`config.mk`:
```
export PLATFORM = sky130hd
export DESIGN_NAME = spi_cmd_engine
export DESIGN_NICKNAME = d
export VERILOG_FILES = /design/src/rtl/spi_cmd_engine.sv
export SDC_FILE = /design/constraint.sdc
export NUM_CORES = 1
export LEC_CHECK = 0
export BUFFER_PORTS_ARGS = -buffer_cell sky130_fd_sc_hd__buf_4
export CORE_MARGIN = 2
export CORE_UTILIZATION = 67
export CTS_CLUSTER_DIAMETER = 80
export DETAILED_ROUTE_END_ITERATION = 7
export HOLD_SLACK_MARGIN = 0.12
export PLACE_DENSITY = 0.87
export SLEW_MARGIN = 20
export SYNTH_ARGS = -nofsm -noshare
export SYNTH_HDL_FRONTEND = slang
export SYNTH_SLANG_ARGS = --single-unit
```
`constraint.sdc`:
```
create_clock -name clk -period 4.8 [get_ports clk]
set_input_delay 1.44 -clock clk [delete_from_list [all_inputs] [get_ports clk]]
set_output_delay 1.44 -clock clk [all_outputs]
set_load 0.005 [all_outputs]
```
`src/rtl/spi_cmd_engine.sv`:
```
`timescale 1ns/1ps
module spi_cmd_engine #(
  parameter int HALF_FAST = 2,
  parameter int HALF_MID  = 3,
  parameter int HALF_SLOW = 4,
  parameter int MAX_BYTES = 8
) (
  input  logic       clk,
  input  logic       rst_n,
  input  logic [3:0] bus_addr,
  input  logic       bus_wr,
  input  logic       bus_rd,
  input  logic [7:0] bus_wdata,
  output logic [7:0] bus_rdata,
  output logic       spi_sclk,
  output logic       spi_mosi,
  input  logic       spi_miso,
  output logic       spi_cs_n
);
  localparam int TW = $clog2(HALF_SLOW + 1);
  localparam logic [3:0] CMAX = 4'(MAX_BYTES);

  logic [7:0] opcode_q, cnt_q, sh, rx;
  logic [1:0] rate_q;
  logic [2:0] ptr, bitn, np;
  logic [7:0] mem [8];
  logic       busy, sclk_q, cs_n_q, op_phase;
  logic [3:0] wr_left, rd_left, wr_eff, rd_eff;
  logic [TW-1:0] tmr, half_m1;

  assign wr_eff = (cnt_q[3:0] > CMAX) ? CMAX : cnt_q[3:0];
  assign rd_eff = (cnt_q[7:4] > CMAX) ? CMAX : cnt_q[7:4];

  always_comb begin
    case (rate_q)
      2'd1:    half_m1 = TW'(HALF_FAST - 1);
      2'd2:    half_m1 = TW'(HALF_MID - 1);
      default: half_m1 = TW'(HALF_SLOW - 1);
    endcase
  end

  wire host_wr  = bus_wr && !busy;
  wire a_op     = bus_addr == 4'h0;
  wire a_cnt    = bus_addr == 4'h1;
  wire a_ctl    = bus_addr == 4'h2;
  wire a_fifo   = bus_addr == 4'hC;
  wire a_cfg    = bus_addr == 4'hD;
  wire start    = host_wr && a_ctl && bus_wdata[0];
  wire ptr_clr  = host_wr && a_ctl && bus_wdata[4];
  wire fifo_acc = !busy && a_fifo && (bus_wr || bus_rd);
  wire tick     = busy && (tmr == half_m1);
  wire rise     = tick && !sclk_q;
  wire fall     = tick && sclk_q;
  wire byte_end = fall && (bitn == 3'd0);

  assign np = op_phase ? ptr : ptr + 3'd1;

  always_ff @(posedge clk or negedge rst_n) begin
    if (!rst_n) begin
      opcode_q <= '0; cnt_q <= '0; rate_q <= 2'd1; ptr <= '0;
      busy <= 1'b0; sclk_q <= 1'b0; cs_n_q <= 1'b1; op_phase <= 1'b0;
      sh <= '0; rx <= '0; bitn <= '0; wr_left <= '0; rd_left <= '0; tmr <= '0;
      for (int i = 0; i < 8; i++) mem[i] <= '0;
    end else begin
      if (host_wr && a_op)  opcode_q <= bus_wdata;
      if (host_wr && a_cnt) cnt_q    <= bus_wdata;
      if (host_wr && a_cfg) rate_q   <= bus_wdata[5:4];
      if (fifo_acc && bus_wr) mem[ptr] <= bus_wdata;

      if (ptr_clr)       ptr <= '0;
      else if (fifo_acc) ptr <= ptr + 3'd1;
      else if (byte_end) ptr <= np;

      if (start) begin
        busy <= 1'b1; cs_n_q <= 1'b0; sclk_q <= 1'b0; tmr <= '0;
        sh <= opcode_q; bitn <= 3'd7; op_phase <= 1'b1;
        wr_left <= wr_eff; rd_left <= rd_eff;
      end else if (busy) begin
        tmr <= tick ? '0 : tmr + 1'b1;
        if (tick) sclk_q <= ~sclk_q;
        if (rise) rx <= {rx[6:0], spi_miso};
        if (fall) begin
          if (bitn != 3'd0) begin
            sh   <= {sh[6:0], 1'b0};
            bitn <= bitn - 3'd1;
          end else begin
            if (!op_phase) mem[ptr] <= rx;
            op_phase <= 1'b0;
            bitn     <= 3'd7;
            if (wr_left != 4'd0) begin
              sh <= mem[np]; wr_left <= wr_left - 4'd1;
            end else if (rd_left != 4'd0) begin
              sh <= 8'hFF; rd_left <= rd_left - 4'd1;
            end else begin
              busy <= 1'b0; cs_n_q <= 1'b1;
            end
          end
        end
      end
    end
  end

  assign spi_sclk = sclk_q;
  assign spi_cs_n = cs_n_q;
  assign spi_mosi = cs_n_q ? 1'b0 : sh[7];

  always_comb begin
    case (bus_addr)
      4'h0:    bus_rdata = opcode_q;
      4'h1:    bus_rdata = cnt_q;
      4'h2:    bus_rdata = {7'd0, busy};
      4'hC:    bus_rdata = mem[ptr];
      4'hD:    bus_rdata = {2'd0, rate_q, 1'b0, ptr};
      default: bus_rdata = 8'h00;
    endcase
  end

  assert_cs_idle_R3: assert property (@(posedge clk) disable iff (!rst_n)
    !busy |-> (spi_cs_n && !spi_sclk));
  assert_cs_active_R3: assert property (@(posedge clk) disable iff (!rst_n)
    busy |-> !spi_cs_n);
  assert_ptr_step_R5: assert property (@(posedge clk) disable iff (!rst_n)
    (ptr == $past(ptr)) || (ptr == $past(ptr) + 3'd1) || (ptr == 3'd0));
  assert_clamp_R2: assert property (@(posedge clk) disable iff (!rst_n)
    (wr_left <= CMAX) && (rd_left <= CMAX));
  assert_locked_R11: assert property (@(posedge clk) disable iff (!rst_n)
    (busy && $past(busy)) |-> ($stable(opcode_q) && $stable(cnt_q) && $stable(rate_q)));
  assert_mosi_low_clk_R9: assert property (@(posedge clk) disable iff (!rst_n)
    ($past(busy) && !$stable(spi_mosi)) |-> !spi_sclk);
endmodule

```
==> flow_metrics.tcl, run 1 <==
set metrics [dict create \
    synthCells 627 \
    grt_overflow_total 0 \
    crit_start "ptr[1]" \
    ys_types 68 \
    fill_cells 653 \
    clock_tree.buffer_depth 2 \
    grt_pass1_vias 5692 \
    cts.sinks 119 \
    layout_common_cells "dfrtp_1, nand2_1, mux2i_1" \
    max_stage_delay_ns 0.87 \
    critical_path_required_ns 3.36 \
    post-cts-setup-buffer-count 0 \
    syn-num-nets 650 \
    fin_crit_ns 4.417 \
    drt_iter0_drc 737 \
    skew_ns 0.007227 \
    fin_crit_sh 0.9203 \
    switching_share 0.3813 \
    crit_chain "inv_1 -> nor2_1 -> a22oi_1 -> a31oi_1 -> a221o_1 -> buf_4" \
    hold_ws_ns 0.4986 \
    via_count 5893 \
    hold_viol 0 \
    power.switching_mw 1.850 \
    synth_ff_type "dfrtp_1" \
    cp_max_fo 33 \
    cts_resized 0 \
    routedWlPerCell_um 25.70 \
    critPathLaunchType "flop" \
    rsz0062_at_grt "no" \
    status "completed" \
    seq_area_sq_um 2982 \
    mostFrequentLayoutCell "dfrtp_1" \
    p_seq_frac 0.352 \
    worst_slew_pin_slew_ns 1.122 \
    io_pins 28 \
    critical_path_depth 6 \
    critical_path_class "flop to primary output" \
    relSlewSlack 0.2521 \
    synth_edf_count 0 \
    final_nets 666 \
    setup_viol 0 \
    first_pass_iters 6 \
    root_buffer "clkbuf_8" \
    design.die.area_sq_um 11120 \
    intPower_mw 3.001 \
    area_growth_pct 12.61 \
    ir_worst_vdd_mv 0.4071 \
    cellLeakagePower_nw 3.295 \
    grt_util_all_layers 0.3815 \
    drive_above_1_share 0.2027 \
    multi_input_area_sq_um 3660 \
    cp.arrival_ns 2.98 \
    row_count 37 \
    whs_path_depth 1 \
    insertion_delay_ns 0.55 \
    hp-start "bitn[0]" \
    vias_per_cell 7.431 \
    synth-seq-area-share 0.4321 \
    ys_warn_count 0 \
    max_freq_ghz 0.2264 \
    holdCritPathClass "flop to flop" \
    clk_pin_slew_ns 0.06 \
    routed_wirelength_um 20380 \
    die_w_um 105.5 \
    syn_area_per_cell_sq_um 11.00 \
    p_comb_frac 0.372 \
    p_clk_frac 0.276 \
    cts_tree "built" \
    cts-buffers-inserted 17 \
    cp_top_family "flip-flops" \
    start_util 0.6802 \
    die_height_um 105.5 \
    fin_tns_setup_ns 0 \
    port-buffer-count 27 \
    h-tree-depth 4 \
    synthArstFlopShare 1.000 \
    worst_setup_path_end_kind "primary output" \
    hold_buffers 0 \
    core_area_sq_um 10140 \
    ys_ff_latch 119 \
    gp_congestion 0.9809 \
    dp_hpwl_um 14350 \
    grt_pass1_wl_um 32410 \
    r2r_start "ptr[0]" \
    antenna_found_initial 1 \
    slew_violations 0 \
    ant_nets 0 \
    drc 0 \
    grt_max_degree 74 \
    p_per_area_nw_per_um2 624.7 \
    r2r.worst_path.cells 8 \
    critPathBufInv 2 \
    cpMaxStageDelayCell "dfrtp_2" \
    maxCapViolations 0 \
    syn-cell-area_sq_um 6897 \
]
through the flow:
step / cell area (sq um) / std cells / utilization / setup WS, ns / power [mW]
final: 7766 / 793 / 0.7660 / 0.3828 / 4.851
after global placement: 7143 / 760 / 0.7046 / 0.6741 / 3.357
after detailed placement: 7143 / 760 / 0.7046 / 0.6186 / 3.428
after floorplan: 6897 / 627 / - / 1.104 / 2.950
after CTS: 7764 / 792 / 0.7658 / 0.4684 / 4.777
after global routing: 7764 / 792 / 0.7658 / 0.2676 / 5.034
path summary, 6_finish.rpt:
check                                     to  slack (ns)
max in group asynchronous           spi_cs_n        2.96
worst min-delay path                 bitn[0]        0.50
worst min register to register       bitn[0]        0.50
min in group asynchronous         rd_left[1]        1.02
worst max-delay path            bus_rdata[6]        0.38
worst max register to register         sh[4]        1.48
synthesized netlist by cell type, types with 3 or more instances:
| library cell | n | area share |
|---|---|---|
| nand3b_1 | 8 | 0.0087 |
| a211oi_1 | 4 | 0.0044 |
| mux2_2 | 34 | 0.056 |
| o22a_1 | 31 | 0.039 |
| nand4bb_1 | 3 | 0.0049 |
| or3_1 | 7 | 0.0063 |
| nand3_1 | 8 | 0.0058 |
| a22o_1 | 8 | 0.010 |
| a21oi_1 | 15 | 0.011 |
| o2bb2ai_1 | 35 | 0.044 |
| a22oi_1 | 21 | 0.023 |
| and4_1 | 3 | 0.0038 |
| clkbuf_1 | 10 | 0.0054 |
| o211a_1 | 4 | 0.0058 |
| o31ai_1 | 3 | 0.0033 |
| nand2_1 | 48 | 0.026 |
| mux4_2 | 12 | 0.039 |
| xnor2_1 | 7 | 0.0089 |
| buf_2 | 14 | 0.010 |
| a221o_1 | 4 | 0.0058 |
| a32oi_1 | 3 | 0.0038 |
| mux2i_1 | 45 | 0.065 |
| a221oi_1 | 12 | 0.015 |
| buf_1 | 4 | 0.0022 |
| buf_4 | 5 | 0.0054 |
| nor3_1 | 6 | 0.0044 |
| inv_1 | 14 | 0.0076 |
| a31oi_1 | 7 | 0.0063 |
| and2_1 | 3 | 0.0027 |
| a222oi_1 | 4 | 0.0058 |
| dfrtp_1 | 117 | 0.42 |
| ha_1 | 6 | 0.011 |
| nand2b_1 | 6 | 0.0054 |
| nor3b_1 | 6 | 0.0065 |
| nor2_1 | 31 | 0.017 |
| nor2b_1 | 11 | 0.010 |
| o21ai_0 | 17 | 0.012 |
| o22ai_1 | 10 | 0.0091 |
final cells by class:
type                    count  area share
clock buffers              20     0.05735
well taps                 136     0.02191
repair buffers             35     0.03544
inverters                  15    0.007250
diodes                      1   0.0003222
multi-input cells         455      0.4712
clock inverters            12     0.02256
flip-flops and latches    119      0.3839
kinds of logic (layout without fill, tap and decap cells):
family,Yosys count,after routing,share of synthesized area
DFF,119,119,0.4321
xor gates and xnor gates,9,9,0.01143
buffers and inverters,53,82,0.03719
and+or+nand+nor,159,159,0.1290
muxes,91,91,0.1600
other,0,1,0
AOI/OAI and AO/OA,190,190,0.2193
adders and majority gates,6,6,0.01089
power by group through the flow:
| stage | clock (mW) | sequential [mW] | combinational [mW] |
|---|---|---|---|
| after floorplan | 0 | 1.48 | 1.47 |
| final | 1.34 | 1.71 | 1.80 |
| after detailed placement | 0 | 1.69 | 1.73 |
| after global routing | 1.38 | 1.74 | 1.91 |
| after global placement | 0 | 1.68 | 1.68 |
| after CTS | 1.34 | 1.68 | 1.75 |
layer usage:
metal  GRT usage  share of wire
met5           0              0
met4      0.1781          0.042
met3     0.07607          0.095
met2      0.6111           0.48
met1      0.5017           0.38
registers in the layout, summed over array words and instances (netlist names):
name	count
op_phase	1
rx	8
busy	1
spi_cs_n	1
opcode_q	8
mem	64
spi_sclk	1
ptr	3
cnt_q	8
bitn	3
rd_left	4
sh	8
wr_left	4
rate_q	2
tmr	3
worst reg2reg max path, stage by stage, from the launching register on:
cell and delay [ns]:
dfrtp_1 0.59, buf_4 0.29, ha_1 1.04, buf_4 0.37, mux2i_1 0.11, a22o_1 0.19, a221oi_1 0.34, o22ai_1 0.14
o22ai_1 0.15
Note: power is estimated with default switching activity, not from simulation.
==> run 2: changes to the inputs <==
Settings changed: CAP_MARGIN from default to 20, CORE_UTILIZATION 67 to 56, CTS_CLUSTER_SIZE from default to 12, PLACE_DENSITY 0.87 to 0.77.
Clock period 4.8 ns to 3.59 ns, I/O delays scaled along.
==> flow_metrics.tcl, run 2 (same netlist as run 1, synthesis figures left out) <==
set metrics [dict create \
    clock_tree.buffer_depth 2 \
    dp_hpwl_um 14960 \
    first_pass_iters 7 \
    crit_start "ptr[2]" \
    seq_area_sq_um 2984 \
    cts-buffers-inserted 17 \
    crit_chain "buf_4 -> nor3b_1 -> a22o_1 -> a221oi_1 -> a31oi_1 -> a221o_1 -> buf_4" \
    grt_use_met1 0.4346 \
    layout_common_cells "dfrtp_1, buf_4, nand2_1" \
    ant_nets 0 \
    holdCritPathClass "flop to flop" \
    gp_congestion 0.9548 \
    cp_common_cell "buf_4" \
    cp.arrival_ns 2.48 \
    cp_max_fo 11 \
    routed_wirelength_um 20800 \
    worst_slew_pin_slew_ns 0.9628 \
    io_pins 28 \
    multi_input_area_sq_um 3665 \
    relSlewSlack 0.3568 \
    r2r_end "sh[0]" \
    met2_usage 0.5212 \
    mostFrequentLayoutCell "dfrtp_1" \
    hold_buffers 0 \
    root_buffer "clkbuf_16" \
    ir_worst_vdd_mv 0.6574 \
    fin_tns_setup_ns 0 \
    final_util 0.6569 \
    max_stage_delay_ns 0.49 \
    clk_pin_slew_ns 0.06 \
    core_area_sq_um 12010 \
    row_count 40 \
    rsz0062_at_grt "no" \
    holdPathEnd "sh[1]" \
    final_nets 682 \
    status "completed" \
    drt_iter0_drc 678 \
    grt_util_all_layers 0.3287 \
    maxCapViolations 0 \
    fill_cells 923 \
    insertion_delay_ns 0.42 \
    grt_max_degree 59 \
    drc 0 \
    design.die.area_sq_um 13220 \
    critical_path_class "flop to primary output" \
    fin_crit_sh 0.9897 \
    rrSetupSlack_ns 0.54 \
    h-tree-depth 4 \
    setup_viol 0 \
    fin_crit_ns 3.553 \
    grt_busiest_layer "met2" \
    postLayoutCellArea_sq_um 7890 \
    placed_area_sq_um 7288 \
    area_growth_pct 14.40 \
    critical_path_required_ns 2.51 \
    vias_per_cell 7.010 \
    hold_viol 0 \
    die_height_um 115.0 \
    antenna_found_initial 1 \
    whs_path_depth 2 \
    grt_overflow_total 0 \
    cpMaxStageDelayCell "dfrtp_2" \
    port-buffer-count 27 \
    skew_ns 0.008092 \
    antenna_cells 0 \
    r2r.worst_path.cells 8 \
    slew_violations 0 \
    grt_pass1_vias 5604 \
    cts_tree "built" \
    grt_pass1_wl_um 32240 \
    worst_setup_path_end_kind "primary output" \
    die_w_um 115.0 \
    drive_above_1_share 0.2202 \
    top_register "mem" \
    met3_usage 0.07907 \
    cellLeakagePower_nw 3.370 \
    routedWlPerCell_um 25.40 \
    max_freq_ghz 0.2814 \
    start_util 0.5742 \
    critPathBufInv 2 \
    hp-start "sh[1]" \
    cp_top_family "compound AO/OA/AOI/OAI gates" \
    p_per_area_nw_per_um2 829.2 \
    cts.sinks 119 \
    critPathLaunchType "flop" \
    r2r_start "ptr[0]" \
    via_count 5741 \
    largest_reg_flops 64 \
]
run 2: report_power, final:
| group | switching [mW] | total, mW | internal [mW] |
|---|---|---|---|
| combinational | 1.40 | 2.61 | 1.21 |
| clock | 0.596 | 1.72 | 1.12 |
| sequential | 0.494 | 2.21 | 1.72 |
| total | 2.49 | 6.54 | 4.05 |
run 2: how the worst max path moves through the flow:
stage / slack [ns] / depth (start not counted) / to
floorplan: 0.62 / 3 / bus_rdata[1]
global placement: 0.25 / 6 / bus_rdata[5]
detailed placement: 0.21 / 4 / bus_rdata[5]
CTS: 0.004 / 6 / bus_rdata[6]
global route: 0.01 / 7 / bus_rdata[1]
finish: 0.04 / 7 / bus_rdata[6]
run 2: metal layers:
layer,routed length [um],vias to the layer above
li1,-,2506
met1,8559,2899
met2,9953,283
met3,1631,51
met4,647,2
met5,9,-
run 2: worst reg2reg max path, cell delays in order (launching register included):
cell      delay [ns]
dfrtp_2         0.49
buf_4           0.21
ha_1            0.71
buf_4           0.39
nor2b_1         0.10
a211oi_1        0.22
a211oi_1        0.08
o32ai_1         0.50
o221ai_1        0.18
run 2: final cells by class:
class,count,area share
well taps,147,0.02331
clock inverters,8,0.01538
clock buffers,24,0.05978
inverters,15,0.007136
multi-input cells,455,0.4645
flip-flops and latches,119,0.3782
repair buffers,51,0.05170
run 2: per-stage QoR:
step / worst slack, ns / power, mW / instances / hold WS [ns]
after floorplan: 0.6195 / 3.944 / 627 / 0.4558
after global placement: 0.2525 / 4.680 / 787 / 0.4725
after detailed placement: 0.2067 / 4.740 / 787 / 0.4925
after CTS: 0.004393 / 6.480 / 819 / 0.5043
after global routing: 0.01084 / 6.831 / 819 / 0.5228
final: 0.03686 / 6.542 / 819 / 0.4999
run 2: repair_timing:
item | 4_1_cts | 5_1_grt
endpoints found under the hold margin | 0 | 0
setup buffers | 0 | 0
resized for setup | 0 | 5
setup endpoints to repair | 0 | 7
